File: config.mk
export PLATFORM = sky130hd
export DESIGN_NAME = spi_fifo_pair
export DESIGN_NICKNAME = d
export VERILOG_FILES = /design/src/rtl/spi_fifo_pkg.sv /design/src/rtl/spi_fifo_buf.sv /design/src/rtl/spi_irq_flags.sv /design/src/rtl/spi_fifo_pair.sv
export SDC_FILE = /design/constraint.sdc
export NUM_CORES = 1
export LEC_CHECK = 0
export BUFFER_PORTS_ARGS = -buffer_cell sky130_fd_sc_hd__buf_2
export CORE_ASPECT_RATIO = 1.2
export CORE_MARGIN = 8
export CORE_UTILIZATION = 50
export CTS_CLUSTER_DIAMETER = 150
export DETAILED_ROUTE_END_ITERATION = 10
export GPL_TIMING_DRIVEN = 0
export HOLD_SLACK_MARGIN = 0.02
export PLACE_DENSITY = 0.69
export SLEW_MARGIN = 20
export SYNTH_ARGS = -nofsm -noshare
export SYNTH_HDL_FRONTEND = slang
export SYNTH_SLANG_ARGS = --single-unit
File: constraint.sdc
create_clock -name clk_i -period 3.9 [get_ports clk_i]
set_input_delay 0.78 -clock clk_i [delete_from_list [all_inputs] [get_ports clk_i]]
set_output_delay 0.78 -clock clk_i [all_outputs]
set_load 0.005 [all_outputs]
File: src/rtl/spi_fifo_pkg.sv
package spi_fifo_pkg;
  localparam int unsigned WORD_BYTES = 4;
  localparam int unsigned DW         = 8 * WORD_BYTES;
  localparam int unsigned FLAG_W     = 8;
  localparam int unsigned THR_W      = 4;
  localparam int unsigned CNT_FW     = 5;

  // flag bit positions
  localparam int unsigned FB_FULL  = 0;
  localparam int unsigned FB_EMPTY = 1;
  localparam int unsigned FB_THR   = 5;
  localparam int unsigned FB_REL   = 6;

  // config word fields
  localparam int unsigned CF_RX_FLUSH = 11;
  localparam int unsigned CF_TX_FLUSH = 12;

  localparam logic [FLAG_W-1:0] TX_IMPL = FLAG_W'((1 << FB_FULL) | (1 << FB_EMPTY) |
                                                  (1 << FB_THR) | (1 << FB_REL));
  localparam logic [FLAG_W-1:0] RX_IMPL = FLAG_W'((1 << FB_THR) | (1 << FB_REL));

  typedef struct packed {
    logic [1:0]       width_code;
    logic [THR_W-1:0] tx_thr;
    logic [THR_W-1:0] rx_thr;
  } cfg_t;

  function automatic logic [DW-1:0] width_mask(input logic [1:0] code);
    logic [DW-1:0] m;
    m = '0;
    for (int b = 0; b < int'(WORD_BYTES); b++)
      if (b <= int'(code)) m[b*8 +: 8] = 8'hff;
    return m;
  endfunction
endpackage

File: src/rtl/spi_fifo_buf.sv
module spi_fifo_buf #(
  parameter int unsigned DEPTH = 16,
  parameter int unsigned DW    = 32,
  localparam int unsigned AW   = (DEPTH > 1) ? $clog2(DEPTH) : 1,
  localparam int unsigned CW   = $clog2(DEPTH + 1)
) (
  input  logic          clk_i,
  input  logic          rst_ni,
  input  logic          flush_i,
  input  logic          push_i,
  input  logic [DW-1:0] wdata_i,
  input  logic          pop_i,
  output logic [DW-1:0] rdata_o,
  output logic [CW-1:0] cnt_o,
  output logic [CW-1:0] cnt_nxt_o,
  output logic          full_o,
  output logic          empty_o
);
  logic [DW-1:0] mem_q [DEPTH];
  logic [AW-1:0] wr_ptr_q, rd_ptr_q;
  logic [CW-1:0] cnt_q, cnt_d;
  logic          push_ok, pop_ok;

  assign full_o  = (cnt_q == CW'(DEPTH));
  assign empty_o = (cnt_q == '0);
  assign push_ok = push_i & ~full_o & ~flush_i;
  assign pop_ok  = pop_i & ~empty_o & ~flush_i;

  always_comb begin
    if (flush_i) cnt_d = '0;
    else         cnt_d = cnt_q + CW'(push_ok) - CW'(pop_ok);
  end

  function automatic logic [AW-1:0] inc_ptr(input logic [AW-1:0] p);
    return (p == AW'(DEPTH - 1)) ? '0 : p + AW'(1);
  endfunction

  always_ff @(posedge clk_i or negedge rst_ni) begin
    if (!rst_ni) begin
      wr_ptr_q <= '0;
      rd_ptr_q <= '0;
      cnt_q    <= '0;
    end else begin
      cnt_q <= cnt_d;
      if (flush_i) begin
        wr_ptr_q <= '0;
        rd_ptr_q <= '0;
      end else begin
        if (push_ok) wr_ptr_q <= inc_ptr(wr_ptr_q);
        if (pop_ok)  rd_ptr_q <= inc_ptr(rd_ptr_q);
      end
    end
  end

  always_ff @(posedge clk_i) begin
    if (push_ok) mem_q[wr_ptr_q] <= wdata_i;
  end

  assign rdata_o   = mem_q[rd_ptr_q];
  assign cnt_o     = cnt_q;
  assign cnt_nxt_o = cnt_d;

  p_cnt_bound_r2: assert property (@(posedge clk_i) disable iff (!rst_ni)
    cnt_q <= CW'(DEPTH));
  p_no_overflow_r3: assert property (@(posedge clk_i) disable iff (!rst_ni)
    (push_i && full_o && !pop_i && !flush_i) |=> ($stable(cnt_q) && $stable(wr_ptr_q)));
  p_no_underflow_r3: assert property (@(posedge clk_i) disable iff (!rst_ni)
    (pop_i && empty_o && !push_i && !flush_i) |=> ($stable(rd_ptr_q) && cnt_q == '0));
  p_flush_empty_r5: assert property (@(posedge clk_i) disable iff (!rst_ni)
    flush_i |=> (cnt_q == '0 && wr_ptr_q == rd_ptr_q));
  p_push_pop_r10: assert property (@(posedge clk_i) disable iff (!rst_ni)
    (push_i && pop_i && !full_o && !empty_o && !flush_i) |=> $stable(cnt_q));
endmodule

File: src/rtl/spi_irq_flags.sv
module spi_irq_flags #(
  parameter int unsigned    NF   = 8,
  parameter logic [NF-1:0]  IMPL = '1
) (
  input  logic          clk_i,
  input  logic          rst_ni,
  input  logic [NF-1:0] set_i,
  input  logic          clr_wr_i,
  input  logic [NF-1:0] clr_i,
  input  logic          en_wr_i,
  input  logic [NF-1:0] en_i,
  output logic [NF-1:0] flags_o,
  output logic [NF-1:0] en_o,
  output logic          irq_o
);
  logic [NF-1:0] flags_q, en_q, clr_mask;

  assign clr_mask = clr_wr_i ? clr_i : '0;

  always_ff @(posedge clk_i or negedge rst_ni) begin
    if (!rst_ni) begin
      flags_q <= '0;
      en_q    <= '0;
    end else begin
      flags_q <= ((flags_q & ~clr_mask) | set_i) & IMPL;
      if (en_wr_i) en_q <= en_i;
    end
  end

  assign flags_o = flags_q;
  assign en_o    = en_q;
  assign irq_o   = |(flags_q & en_q);

  p_set_wins_r8: assert property (@(posedge clk_i) disable iff (!rst_ni)
    ((set_i & IMPL) != '0) |=> ((flags_o & $past(set_i & IMPL)) == $past(set_i & IMPL)));
  p_clear_r8: assert property (@(posedge clk_i) disable iff (!rst_ni)
    (clr_wr_i && (clr_i & set_i) == '0) |=> ((flags_o & $past(clr_i)) == '0));
  p_hold_r8: assert property (@(posedge clk_i) disable iff (!rst_ni)
    (set_i == '0 && !clr_wr_i) |=> $stable(flags_o));
  p_irq_needs_flag_r9: assert property (@(posedge clk_i) disable iff (!rst_ni)
    (flags_o == '0) |-> !irq_o);
endmodule

File: src/rtl/spi_fifo_pair.sv
module spi_fifo_pair
  import spi_fifo_pkg::*;
#(
  parameter int unsigned DEPTH = 16,
  localparam int unsigned CW   = $clog2(DEPTH + 1)
) (
  input  logic              clk_i,
  input  logic              rst_ni,
  input  logic [31:0]       wdata_i,
  input  logic              cfg_wr_i,
  input  logic              tx_en_wr_i,
  input  logic              rx_en_wr_i,
  input  logic              tx_clr_wr_i,
  input  logic              rx_clr_wr_i,
  output logic [31:0]       cfg_o,
  output logic [31:0]       status_o,
  input  logic              host_tx_push_i,
  input  logic [DW-1:0]     host_tx_data_i,
  input  logic              host_rx_pop_i,
  output logic [DW-1:0]     host_rx_data_o,
  input  logic              eng_tx_pop_i,
  output logic [DW-1:0]     eng_tx_data_o,
  output logic              eng_tx_avail_o,
  input  logic              eng_rx_push_i,
  input  logic [DW-1:0]     eng_rx_data_i,
  output logic              eng_rx_space_o,
  input  logic              eng_release_i,
  output logic [FLAG_W-1:0] tx_flags_o,
  output logic [FLAG_W-1:0] rx_flags_o,
  output logic [FLAG_W-1:0] tx_en_o,
  output logic [FLAG_W-1:0] rx_en_o,
  output logic              tx_irq_o,
  output logic              rx_irq_o
);
  cfg_t          cfg_q;
  logic          tx_flush, rx_flush;
  logic [DW-1:0] keep_mask;
  logic [CW-1:0] tx_cnt, tx_cnt_nxt, rx_cnt, rx_cnt_nxt, tx_thr, rx_thr;
  logic          tx_full, tx_empty, rx_full, rx_empty;
  logic [FLAG_W-1:0] tx_set, rx_set;

  always_ff @(posedge clk_i or negedge rst_ni) begin
    if (!rst_ni) cfg_q <= '{width_code: 2'd3, tx_thr: '0, rx_thr: '0};
    else if (cfg_wr_i) cfg_q <= cfg_t'(wdata_i[$bits(cfg_t)-1:0]);
  end

  assign tx_flush  = cfg_wr_i & wdata_i[CF_TX_FLUSH];
  assign rx_flush  = cfg_wr_i & wdata_i[CF_RX_FLUSH];
  assign keep_mask = width_mask(cfg_q.width_code);

  spi_fifo_buf #(.DEPTH(DEPTH), .DW(DW)) u_tx_buf (
    .clk_i     (clk_i),
    .rst_ni    (rst_ni),
    .flush_i   (tx_flush),
    .push_i    (host_tx_push_i),
    .wdata_i   (host_tx_data_i & keep_mask),
    .pop_i     (eng_tx_pop_i),
    .rdata_o   (eng_tx_data_o),
    .cnt_o     (tx_cnt),
    .cnt_nxt_o (tx_cnt_nxt),
    .full_o    (tx_full),
    .empty_o   (tx_empty)
  );

  spi_fifo_buf #(.DEPTH(DEPTH), .DW(DW)) u_rx_buf (
    .clk_i     (clk_i),
    .rst_ni    (rst_ni),
    .flush_i   (rx_flush),
    .push_i    (eng_rx_push_i),
    .wdata_i   (eng_rx_data_i & keep_mask),
    .pop_i     (host_rx_pop_i),
    .rdata_o   (host_rx_data_o),
    .cnt_o     (rx_cnt),
    .cnt_nxt_o (rx_cnt_nxt),
    .full_o    (rx_full),
    .empty_o   (rx_empty)
  );

  assign eng_tx_avail_o = ~tx_empty;
  assign eng_rx_space_o = ~rx_full;
  assign tx_thr = CW'(cfg_q.tx_thr);
  assign rx_thr = CW'(cfg_q.rx_thr);

  // flags fire on level transitions caused by push/pop, never on flush
  always_comb begin
    tx_set = '0;
    rx_set = '0;
    tx_set[FB_FULL]  = ~tx_flush & (tx_cnt_nxt == CW'(DEPTH)) & ~tx_full;
    tx_set[FB_EMPTY] = ~tx_flush & (tx_cnt_nxt == '0) & ~tx_empty;
    tx_set[FB_THR]   = ~tx_flush & (tx_cnt_nxt <= tx_thr) & (tx_cnt > tx_thr);
    tx_set[FB_REL]   = eng_release_i;
    rx_set[FB_THR]   = ~rx_flush & (rx_cnt_nxt > rx_thr) & (rx_cnt <= rx_thr);
    rx_set[FB_REL]   = eng_release_i;
  end

  spi_irq_flags #(.NF(FLAG_W), .IMPL(TX_IMPL)) u_tx_flags (
    .clk_i    (clk_i),
    .rst_ni   (rst_ni),
    .set_i    (tx_set),
    .clr_wr_i (tx_clr_wr_i),
    .clr_i    (wdata_i[FLAG_W-1:0]),
    .en_wr_i  (tx_en_wr_i),
    .en_i     (wdata_i[FLAG_W-1:0]),
    .flags_o  (tx_flags_o),
    .en_o     (tx_en_o),
    .irq_o    (tx_irq_o)
  );

  spi_irq_flags #(.NF(FLAG_W), .IMPL(RX_IMPL)) u_rx_flags (
    .clk_i    (clk_i),
    .rst_ni   (rst_ni),
    .set_i    (rx_set),
    .clr_wr_i (rx_clr_wr_i),
    .clr_i    (wdata_i[FLAG_W-1:0]),
    .en_wr_i  (rx_en_wr_i),
    .en_i     (wdata_i[FLAG_W-1:0]),
    .flags_o  (rx_flags_o),
    .en_o     (rx_en_o),
    .irq_o    (rx_irq_o)
  );

  always_comb begin
    cfg_o = '0;
    cfg_o[$bits(cfg_t)-1:0] = cfg_q;
    status_o = '0;
    status_o[8  +: CNT_FW] = CNT_FW'(rx_cnt);
    status_o[16 +: CNT_FW] = CNT_FW'(tx_cnt);
  end

  p_flush_quiet_tx_r5: assert property (@(posedge clk_i) disable iff (!rst_ni)
    (tx_flush && !eng_release_i) |=> ((tx_flags_o & ~$past(tx_flags_o)) == '0));
  p_flush_quiet_rx_r5: assert property (@(posedge clk_i) disable iff (!rst_ni)
    (rx_flush && !eng_release_i) |=> ((rx_flags_o & ~$past(rx_flags_o)) == '0));
  p_release_r7: assert property (@(posedge clk_i) disable iff (!rst_ni)
    eng_release_i |=> (tx_flags_o[FB_REL] && rx_flags_o[FB_REL]));
endmodule

# ---- Yosys cells after proc, flatten, opt, wreduce, memory -nomap -nowiden
# Memory sizes are Yosys's and may differ from the RTL's.
# Index checks and enable logic that the tools add are counted.
dict set report op_classes {
  n_reduce_logical 9
  n_mux 23
  add_sub_neg 8
  n_bitwise 34
  magnitude_cmp 7
  eq_ne 7
}
# cell count
set op_table {}
lappend op_table {{$and A32 B32 Y32} 2}
lappend op_table {{$mux W4} 12}
lappend op_table {{$mux W8} 3}
lappend op_table {{$and A1 B1 Y1} 18}
lappend op_table {{$add A4 B1 Y4 const B} 4}
lappend op_table {{$and A7 B8 Y8} 2}
lappend op_table {{$eq A4 B4 Y1 const B} 4}
lappend op_table {{$reduce_or A8 Y1} 2}
lappend op_table {{$eq A5 B5 Y1 const B} 3}
lappend op_table {{$logic_not A5 Y1} 3}
lappend op_table {{$and A7 B7 Y7} 2}
lappend op_table {{$mux W7} 2}
lappend op_table {{$not A7 Y7} 2}
lappend op_table {{$or A7 B7 Y7} 2}
lappend op_table {{$add A5 B1 Y5} 2}
lappend op_table {{$gt A5 B4 Y1} 2}
lappend op_table {{$le A5 B4 Y1} 2}
lappend op_table {{$mux W5} 2}
lappend op_table {{$sub A5 B1 Y5} 2}
lappend op_table {{$reduce_bool A2 Y1} 4}
lappend op_table {{$not A1 Y1} 6}
lappend op_table {{$le A2 B2 Y1 const A} 2}
lappend op_table {{$mux W1} 4}
lappend op_table {{$le A1 B2 Y1 const A} 1}
dict set report totals {
  in_bits 108
  wordCells 103
  ff_bits 58
  out_inout_bits 164
  mem_bits_rw 1024
  mem_count 2
}
# name words word_bits rd rd_clocked_by_memory_dff write_ports line
set mem_list {}
lappend mem_list {u_rx_buf.mem_q 16 32 1 0 1 spi_fifo_buf.sv:19} ;# logic [DW-1:0] mem_q [DEPTH];
lappend mem_list {u_tx_buf.mem_q 16 32 1 0 1 spi_fifo_buf.sv:19}

# ---- Longest topological paths before layout
# Gate-level depths: netlist of run 1.
dict set report depth {
  depth_word 11
  depth_mapped 18
  ltp_nobuf 17
}

# ---- Cells and area by module
# Synthesis of run 1 repeated with hierarchy kept, for this count alone.
dict set report unflattened {
  hier_cells 2315
  hier_area_um2 43426.6
}
# module area_each_um2 instances cells_each seq_area_each_um2
set modules_own_cells {}
lappend modules_own_cells {spi_fifo_buf 20473.4 2 1032 15700.1}
lappend modules_own_cells {spi_fifo_pair 1488.9 1 183 252.7}
lappend modules_own_cells {{spi_irq_flags (u_tx_flags)} 529.3 1 37 300.3}
lappend modules_own_cells {{spi_irq_flags (u_rx_flags)} 461.7 1 31 250.2}

# ---- Worst setup path before layout of run 1
# OpenSTA, ideal clock, no wires.
dict set report synth_path {
  path_type {input to register}
  startpoint {in cfg_wr_i}
  endpoint {mem u_tx_buf.mem_q[1][0] (enable)}
  path_buffers 2
  arrival_time_ns 3.810
  slack_ns -0.371
  stages 6
  setup_time_ns 0.461
  required_time_ns 3.439
  cell_sequence {buf_2 > and2_1 > clkbuf_1 > nor2_1 > nand2_1 > nor3_1}
}
dict set report synth_via {
  elab_chain_cells 5
}
# item line
set synth_rtl {}
lappend synth_rtl {{start, declared} spi_fifo_pair.sv:10} ;# input logic cfg_wr_i,
lappend synth_rtl {{$and A1 B1 Y1} spi_fifo_pair.sv:47} ;# assign tx_flush = cfg_wr_i & wdata_i[CF_TX_FLUSH];
lappend synth_rtl {{$not A1 Y1} spi_fifo_buf.sv:26} ;# assign push_ok = push_i & ~full_o & ~flush_i;
lappend synth_rtl {{$and A1 B1 Y1} spi_fifo_buf.sv:26}
lappend synth_rtl {{$mux W1} spi_fifo_buf.sv:56} ;# if (push_ok) mem_q[wr_ptr_q] <= wdata_i;
lappend synth_rtl {{$mux W1 (not written as such)} spi_fifo_buf.sv:56}
lappend synth_rtl {{end, declared} spi_fifo_buf.sv:19}
# No other way between the ends.

# ---- Final worst setup path of run 1
dict set report layout_path {
  startpoint {reg u_tx_buf.rd_ptr_q[1]}
  endpoint {out eng_tx_data_o[23]}
}
dict set report layout_via {
  elab_chain_cells 1
}
# item line
set layout_rtl {}
lappend layout_rtl {{start, declared} spi_fifo_buf.sv:20} ;# logic [AW-1:0] wr_ptr_q, rd_ptr_q;
lappend layout_rtl {{start signal, assigned} spi_fifo_buf.sv:50} ;# if (pop_ok) rd_ptr_q <= inc_ptr(rd_ptr_q);
lappend layout_rtl {{$mem_v2 Z16 W32} -}
lappend layout_rtl {{end, declared} spi_fifo_pair.sv:22} ;# output logic [DW-1:0] eng_tx_data_o,
# No other way between the ends.

==> results of run 1 <==
-- area by class of cell --
type	count	area [sq um]
clock inverter	64	576.8
buffer	179	1185
timing repair buffer	250	1989
tap	1140	1426
clock buffer	123	2631
fill	6369	35650
multi-input combinational	1138	10430
inverter	30	112.6
sequential	1082	32200
antenna	5	12.51
-- Yosys cell counts, types with 55 or more instances --
cell,number
buf_4,61
a221oi_1,64
a21oi_1,88
mux4_2,128
nand2_1,111
mux2i_1,192
o21ai_0,141
mux2_2,84
edfxtp_1,1024
a22oi_1,66
clkbuf_1,55
dfrtp_1,56
-- kinds of logic (layout without fill, tap and decap cells) --
group | after synthesis | count (layout) | synth area share [%]
AO/OA/AOI/OAI | 382 | 382 | 5.507
buffers and inverters | 210 | 646 | 2.958
adder cells (fa/ha/maj) | 40 | 40 | 1.188
multiplexers | 404 | 404 | 13.25
flip-flops | 1082 | 1082 | 74.20
AND/OR/NAND/NOR | 246 | 246 | 2.641
XOR/XNOR | 12 | 12 | 0.2422
other | 1 | 59 | 0.008641
-- path summary, 6_finish.rpt --
kind | start | to | slack [ps] | cells after the start
worst min-delay path | rst_ni | u_tx_buf.rd_ptr_q[3] | 200 | 1
max in group asynchronous | rst_ni | u_rx_buf.cnt_o[2] | 3100 | 1
worst min register to register | u_rx_flags.en_o[1] | u_rx_flags.en_o[1] | 500 | 1
worst max-delay path | u_tx_buf.rd_ptr_q[1] | eng_tx_data_o[23] | 130 | 6
worst max register to register | u_tx_buf.cnt_o[3] | u_tx_flags.flags_o[5] | 180 | 17
min in group clk_i | eng_release_i | u_tx_flags.flags_o[6] | 330 | 2
-- per-stage QoR --
step | util [%] | setup WS, ps | TNS [ps]
2_1_floorplan | - | 276.6 | 0
3_3_place_gp | 53.40 | -1553 | -1270430
3_5_place_dp | 54.81 | -722.9 | -1773
4_1_cts | 58.55 | 6.159 | 0
5_1_grt | 58.64 | -40.27 | -40.27
6_report | 58.65 | 132.7 | 0
-- repair_timing --
item	in CTS	in global routing
buffers inserted	0	3
resized for setup	9	17
pin swaps	0	4
endpoints found under the setup margin	29	10
-- worst max-delay path, cell delays in order, from the launching register on --
cell	delay, ps
dfrtp_1	490
buf_2	360
clkdlybuf4s15_2	520
mux4_2	380
a22oi_1	180
nand2_1	180
buf_2	180
-- sequential cells by signal (all words and copies together) (netlist names) --
register            count
u_rx_buf.mem_q        512
u_tx_buf.mem_q        512
cfg_o                  10
u_rx_flags.en_o         8
u_tx_flags.en_o         8
u_rx_buf.cnt_o          5
u_tx_buf.cnt_o          5
u_rx_buf.rd_ptr_q       4
u_rx_buf.wr_ptr_q       4
u_tx_buf.rd_ptr_q       4
u_tx_buf.wr_ptr_q       4
u_tx_flags.flags_o      4
u_rx_flags.flags_o      2
-- placed cells by master (no fill, tap or decap), types with 24 or more instances in the layout --
| master | Yosys | layout |
|---|---|---|
| buf_6 | 30 | 40 |
| clkbuf_16 | 0 | 102 |
| mux4_2 | 128 | 128 |
| inv_1 | 30 | 29 |
| mux2i_1 | 192 | 192 |
| a21oi_1 | 88 | 87 |
| mux2_2 | 84 | 84 |
| clkinv_1 | 0 | 24 |
| edfxtp_1 | 1024 | 1024 |
| buf_2 | 33 | 227 |
| nand2_1 | 111 | 109 |
| nor2_4 | 0 | 24 |
| conb_1 | 1 | 54 |
| ha_1 | 38 | 38 |
| a221oi_1 | 64 | 63 |
| o21ai_0 | 141 | 141 |
| dfrtp_1 | 56 | 55 |
| buf_4 | 61 | 65 |
| a22oi_1 | 66 | 66 |
| clkbuf_1 | 55 | 67 |
-- power by group --
group	switching (mW)	leakage [nW]	internal [mW]	total (mW)
Clock	4.25	1.56	5.30	9.55
Sequential	0.288	10.1	13.4	13.7
Combinational	4.94	5.76	3.67	8.61
Total	9.49	17.4	22.4	31.9
-- per-layer routing --
layer | vias up | global-route usage [%]
met5 | - | 0
met3 | 223 | 3.921
met2 | 928 | 39.39
met1 | 12100 | 25.18
li1 | 10230 | -
met4 | 0 | 7.927
==> results.md, run 1 <==
- First DRT Iteration DRCs: approximately 2400
- Final hold violation count: 0
- Avg Cell Area, Syn: around 18 sq um
- CORE AREA: 86220 sq um
- Rows: 118
- Crit path max fanout: 10
- WL final: approximately 110000 microns
- Fin. max-slew vios: 0
- Synthesized flop and latch total: roughly 1100
- CTS clock-pin slew for the worst setup and hold paths: approximately 60 ps
- Hold WC Path Type: in2async
- Post-route minimum period: between 3000 and 4000 ps
- Final period util: 96.60%
- Slew margin rel.: roughly 30%
- Final antenna-violating net count: 0
- Port-buffer cells: 195
- Vias in the first global route: 24510
- Slew @ Worst Pin: slightly above 1000 ps
- Vias: approximately 23000
- Critical Path RT: between 3000 and 4000 ps
- Num Clock Sinks: 1082
- Hold WS: 204.8 ps
- Worst EP arrival: 2990 ps
- DRT Pass-1 Iters: 6
- Area delta synth->final: 16.52%
- RSZ-0062 raised after global routing: yes
- Pwr dens: around 630 nW/um^2
- Outcome: finished clean
- Num ports: between 200 and 300
- LEAKAGE: 17.38 nW
- Endpoints failing setup: 0
- Placed Area: around 47000 sq um
- Post-DP HPWL: around 73000 microns
- Routability cong.: ~0.84
- Share of the synthesized area in the top cell type: a little under three quarters
- Share of cells above drive strength 1: around 27%
- WL/cell: 26.65 microns
- DIE WIDTH: roughly 280 microns
- Post-Syn Instances: 2377
- Grt ovf: 0
- Die area: 96520 sq um
- Largest area contributor in the netlist: edfxtp_1
- Worst-Skew Late Latency: just under 700 ps
- Yosys warnings: 0
- Tot Pwr: 31.90 mW
- Nets: 2931
- Wire length on met3: between 7000 and 8000 microns
- CTS H-tree depth: 3
- Post-synth top flop: edfxtp_1
- Max_cap viols: 0
- Synth top area cells: edfxtp_1 (71%), mux4_2 (6.6%), mux2i_1 (4.4%), dfrtp_1 (3.2%), mux2_2 (2.2%)
- Final non-filler cell total: around 4000
- Clock Path Buffers: 3
- Synthesized area: 43400 sq um
- Fin area: 50570 sq um
- Max Freq: about 0.27 GHz
- First-pass GRT wire length: ~160000 microns
- Skew final: 60.29 ps
- Met2 routed WL: about 57000 microns
- Via-to-Cell Ratio: 5.853
- Initial antenna violation count: 5
- DRC: 0
- Root buffer cell: clkbuf_16
- Sequential area share after synthesis: 74.20%
- Setup crit end kind: output port
- Max Used Layer: met4
- Die Span Y: ~340 microns
- DP Cell Count: 3817
- EDFF count, synth: 1024
- Number of CTS-inserted buffers: between 100 and 150
- Initial Utilization: about half
- Synth unique cells: 48
- GRT Overall Usage: between 20% and 30%
- Async S/R FF share, synth: under 10%
- CTS tree: yes
- Largest net degree at the start of global routing: between 50 and 60
- M1 WL: 38700 microns
- VDD IR max: between 400 and 500 uV
- CTS Hold Bufs: 0
- Startpoint Class: flop
- Critical path class: reg2out
Note: power is estimated with default switching activity, not from simulation.
==> run 2: changes to the inputs <==
- SETUP_SLACK_MARGIN: default -> 0.4
==> run 2 against run 1 <==
- fmax rose by 8.5%
- largest power group unchanged
- via count is 0.66% higher
- critical endpoint is now u_rx_flags.flags_o[5]
- worst setup slack better by 290 ps
- largest cell class unchanged
- clock-buffer cell count is the same
- register-to-register slack improved by 280 ps
- sequential share of layout area is 1.4 points lower
- sequential power about the same
- non-clock buffer count is 16 higher
- critical path type is now in2reg
- highest routed layer unchanged
==> results.md, run 2 (synthesis gave the netlist of run 1 again) <==
- Initial Utilization: between 50% and 60%
- Most common cell after layout, fill and taps aside: edfxtp_1
- Port-buffer cells: 195
- Endpoints failing setup: 0
- Routability cong.: roughly 0.80
- DIE WIDTH: about 280 microns
- First DRT Iteration DRCs: ~2200
- Area delta synth->final: 19.13%
- Final hold violation count: 0
- Hold WC Path Type: in2async
- WL final: between 100000 and 150000 microns
- Critical Path RT: 4420 ps
- Outcome: finished clean
- Rows: 118
- CTS tree: yes
- Nets: about 2900
- VDD IR max: 536.0 uV
- Root buffer cell: clkbuf_16
- Die area: about 97000 sq um
- Reg2reg path depth: 17
- DP Cell Count: ~3800
- Final period util: around nine tenths
- Die Span Y: around 340 microns
- Max Freq: between 0.2 and 0.3 GHz
- Vias in the first global route: approximately 25000
- Clock Path Buffers: 3
- Number of CTS-inserted buffers: a little over 100
- Worst EP arrival: roughly 4000 ps
- Worst-Skew Late Latency: 680 ps
- Skew final: between 30 and 40 ps
- Startpoint Class: input pin
- Grt ovf: 0
- Fin Setup TNS: 0 ps
- Multi-input gate area: roughly 11000 sq um
- Reg area: about 32000 sq um
- Via-to-Cell Ratio: 5.866
- First-pass GRT wire length: between 150000 and 200000 microns
- Pwr dens: approximately 640 nW/um^2
- Share of cells above drive strength 1: 31.75%
- Num Clock Sinks: between 1000 and 1500
- Slew @ Worst Pin: 1010 ps
- Largest net degree at the start of global routing: just under 60
- Max_cap viols: 0
- Setup crit end kind: flop
- Initial antenna violation count: 7
- Post-route minimum period: 3473 ps
- WL/cell: approximately 27 microns
- Fin. max-slew vios: 0
- Setup WS post-layout: 426.7 ps
- Num ports: between 200 and 300
- LEAKAGE: ~18 nW
- Slew margin rel.: about a third
- CORE AREA: between 80000 and 90000 sq um
- RSZ-0062 raised after global routing: yes
- Critical path class: in2reg
- GRT Overall Usage: a little over a fifth
- Commonest non-fill, non-tap cells in the layout: edfxtp_1 (1024), buf_2 (200), mux2i_1 (186), o21ai_0 (135), mux4_2 (128)
- DRC: 0
- Post-DP HPWL: roughly 73000 microns
- Final non-filler cell total: around 4000
- CTS H-tree depth: 3
- Number of fill cells: between 6000 and 7000
- Final antenna-violating net count: 0
- Crit path max fanout: 10
- CTS clock-pin slew for the worst setup and hold paths: ~70 ps
- DRT Pass-1 Iters: 6
- Post-place setup slack: -353.2 ps
- Vias: 23630
-- run 2: changes by cell type in the layout (fill, tap and decap cells not counted), sizes merged --
cell	change
diode	-2
inv	-3
clkinvlp	+1
bufinv	+3
clkdlybuf4s15	-1
clkinv	+2
clkbuf	+3
buf	+14
-- run 2: repair_timing --
action / 4_1_cts / 5_1_grt
resized for setup: 92 / 139
pin swaps: 10 / 25
buffers inserted: 8 / 9
endpoints found under the setup margin: 69 / 66
cloned: 0 / 1
hold buffers: 0 / 0
-- run 2: metrics by stage --
stage               instance area [sq um]  hold WS, ps  total power [mW]  util (%)
floorplan                           43640        484.0             19.22         -
CTS                                 51000        187.6             32.62     59.15
detailed placement                  47280        497.8             22.57     54.83
global route                        51700        230.5             34.33     59.96
global placement                    46040        485.7             22.09     53.40
finish                              51700        216.4             33.05     59.96
-- run 2: worst paths after layout --
kind                               startpoint               endpoint  slack, ps
hold / removal                         rst_ni   u_tx_buf.rd_ptr_q[2]        220
max in group asynchronous              rst_ni      u_tx_buf.cnt_o[1]       3100
hold reg to reg            u_tx_flags.en_o[2]     u_tx_flags.en_o[2]        510
setup / recovery                  wdata_i[11]  u_rx_flags.flags_o[5]        430
setup reg to reg            u_rx_buf.cnt_o[3]  u_rx_flags.flags_o[5]        460
min in group clk_i              eng_release_i  u_tx_flags.flags_o[6]        350
-- run 2: final cells by class --
cell class | count | area share [%]
diodes | 3 | 0.01452
plain buffers | 180 | 2.766
clock buffers | 123 | 5.208
clock inverters | 67 | 1.280
inverters | 30 | 0.2178
multi-input cells | 1138 | 21.32
flip-flops and latches | 1082 | 62.29
well taps | 1140 | 2.759
repair buffers | 265 | 4.146
-- run 2: per-layer routing --
metal  GRT usage (%)  part of all wire [%]  vias to the layer above
met3           3.324                   5.9                      204
met2           39.87                    54                      910
met4           7.631                   3.1                        0
li1                -                     -                    10270
met5               0                     0                        -
met1           25.76                    37                    12240
-- run 2: critical path, cell delays in order --
cell and delay (ps):
buf_2 100, and2_1 120, clkbuf_1 350, clkbuf_1 470
nor2_1 110, ha_1 300, inv_1 50, ha_1 210
a21o_1 190, a21oi_1 170, xnor2_1 140, nor2_1 90
ha_1 360, a21oi_1 150, o21ai_0 110, a21boi_1 210
o41ai_2 80
-- run 2: power by group --
part / switching (mW) / leakage (nW) / internal (mW) / total, mW
Combinational: 5.25 / 6.11 / 4.20 / 9.45
Clock: 4.26 / 1.64 / 5.61 / 9.87
Sequential: 0.280 / 10.1 / 13.4 / 13.7
Total: 9.79 / 17.8 / 23.3 / 33.0
==> run 3: changes to the inputs <==
- CORE_UTILIZATION: 50 -> 55
- PLACE_DENSITY: 0.69 -> 0.75
- SETUP_SLACK_MARGIN: 0.4 -> default
==> run 3 against run 2 <==
- register-to-register slack worse by 290 ps
- clock-buffer cell count shrank 6
- sequential power about the same
- fmax shrank 7.6%
- die area decreased by 8.6%
- critical path type is now reg2out
- critical endpoint is now eng_tx_data_o[25]
==> results.md, run 3 (synthesis gave the netlist of run 1 again) <==
- Reg area: ~32000 sq um
- Critical path class: reg2out
- DRC: 0
- Final hold violation count: 0
- CTS tree: yes
- Number of fill cells: about 5300
- Slew @ Worst Pin: 1075 ps
- Endpoints failing setup: 0
- Max Freq: roughly 0.27 GHz
- Max_cap viols: 0
- Startpoint Class: flop
- Setup crit end kind: output port
- Post-DP HPWL: roughly 72000 microns
- M2 GR Usage: around 43%
- CTS Hold Bufs: 0
- Final non-filler cell total: 3905
- Fin. max-slew vios: 0
- Share of cells above drive strength 1: approximately 27%
- Hold WC Path Type: in2async
- Slew margin rel.: between 20 and 30%
- WL final: ~110000 microns
- Outcome: finished clean
- Port-buffer cells: 195
- Reg2reg path depth: 17
- WL/cell: about 27 microns
- Nets: approximately 2900
- Top Usage Layer GRT: met2
- CTS clock-pin slew for the worst setup and hold paths: about 70 ps
- Die area: about 90000 sq um
- DRT Pass-1 Iters: 5
- Clock Path Buffers: 3
- Die Span Y: ~320 microns
- DIE WIDTH: ~270 microns
- CP startpoint: u_tx_buf.rd_ptr_q[1]
- Post-route minimum period: approximately 3800 ps
- Crit path max fanout: 10
- Final antenna-violating net count: 0
- Largest net degree at the start of global routing: just under 60
- R2R Path Start: u_tx_buf.cnt_o[2]
- VDD IR max: around 530 uV
- Num ports: about 270
- Via-to-Cell Ratio: slightly above 6
- Initial Utilization: 55.21%
- CTS H-tree depth: 3
- Multi-input gate area: 10400 sq um
- Initial antenna violation count: 3
- Grt ovf: 0
- M1 GR Usage: a little over a quarter
- Routability cong.: 0.8299
- Critical Path RT: 3120 ps
- CORE AREA: between 70000 and 80000 sq um
- DP Cell Count: 3712
- Num Clock Sinks: around 1100
- GRT Overall Usage: a little under a quarter
- Vias in the first global route: 24680
- Skew final: 35.33 ps
- Final period util: between 90% and 100%
- First-pass GRT wire length: 154300 microns
- Met3 GRT Util: approximately 4.4%
- Root buffer cell: clkbuf_16
- Rows: 113
- Hold WS: between 200 and 250 ps
- Area delta synth->final: 16.26%
- Commonest non-fill, non-tap cells in the layout: edfxtp_1 (1024), buf_2 (227), mux2i_1 (192), o21ai_0 (140), mux4_2 (128)
- First DRT Iteration DRCs: ~2300
- Worst EP arrival: 2980 ps
- Number of CTS-inserted buffers: approximately 100
- LEAKAGE: around 17 nW
- Worst-Skew Late Latency: around 670 ps
- Vias: roughly 24000
- Most common cell after layout, fill and taps aside: edfxtp_1
- Pwr dens: between 600 and 700 nW/um^2
## run 3: changes by cell type in the layout (fill, tap and decap cells not counted), moves of 6 or more
cell,previous run,this run
a221oi_1,6,64
mux2i_1,186,192
a221oi_2,48,0
clkbuf_2,17,6
clkbuf_1,43,62
a221oi_4,10,0
mux2i_2,6,0
nand2_1,103,110
buf_12,21,10
clkbuf_4,12,0
nand2_2,7,1
buf_2,200,227
buf_4,96,65
## run 3: routing by layer
| metal | wire length, microns | up-vias |
|---|---|---|
| li1 | - | 10220 |
| met1 | 37580 | 12070 |
| met2 | 57230 | 1085 |
| met3 | 7687 | 237 |
| met4 | 3571 | 0 |
| met5 | 0 | - |
## run 3: worst paths after layout
check | end | slack [ps]
setup / recovery | eng_tx_data_o[25] | 140
hold reg to reg | u_tx_flags.en_o[7] | 500
setup reg to reg | u_tx_flags.flags_o[5] | 170
hold / removal | u_tx_buf.rd_ptr_q[3] | 230
max in group asynchronous | u_rx_buf.cnt_o[0] | 3140
min in group clk_i | u_tx_flags.flags_o[6] | 350
## run 3: metrics by stage
stage	cell area [sq um]	utilization [%]	power (mW)	setup slack (ps)	setup TNS [ps]
after global placement	45910	58.40	22.05	-1623	-1221170
final	50450	64.18	31.97	142.6	0
after floorplan	43640	-	19.22	276.6	0
after CTS	50410	64.12	32.10	2.279	0
after global routing	50450	64.18	33.17	-24.15	-48.05
after detailed placement	47150	59.98	22.53	-560.6	-1193
## run 3: power breakdown
group | total [mW] | internal, mW | switching, mW
Combinational | 8.59 | 3.67 | 4.92
Sequential | 13.7 | 13.4 | 0.291
Clock | 9.65 | 5.41 | 4.24
Total | 32.0 | 22.5 | 9.45
## run 3: repair_timing
action,in CTS,in global routing
buffers inserted,0,3
resized for setup,7,12
setup endpoints to repair,21,13
## run 3: final cells by class
type	instances	share of cell area, %
Antenna cell	4	0.01984
Buffer	178	2.336
Clock buffer	117	5.171
Clock inverter	71	1.260
Inverter	30	0.2232
Multi-Input combinational cell	1138	20.61
Sequential cell	1082	63.83
Tap cell	1035	2.567
Timing Repair Buffer	250	3.983
## run 3: critical path, cell delays in order (launching register included)
cell and delay (ps):
dfrtp_1 500, buf_2 390, clkdlybuf4s15_2 550, mux4_2 390, a22oi_1 170, nand2_1 140
buf_2 160
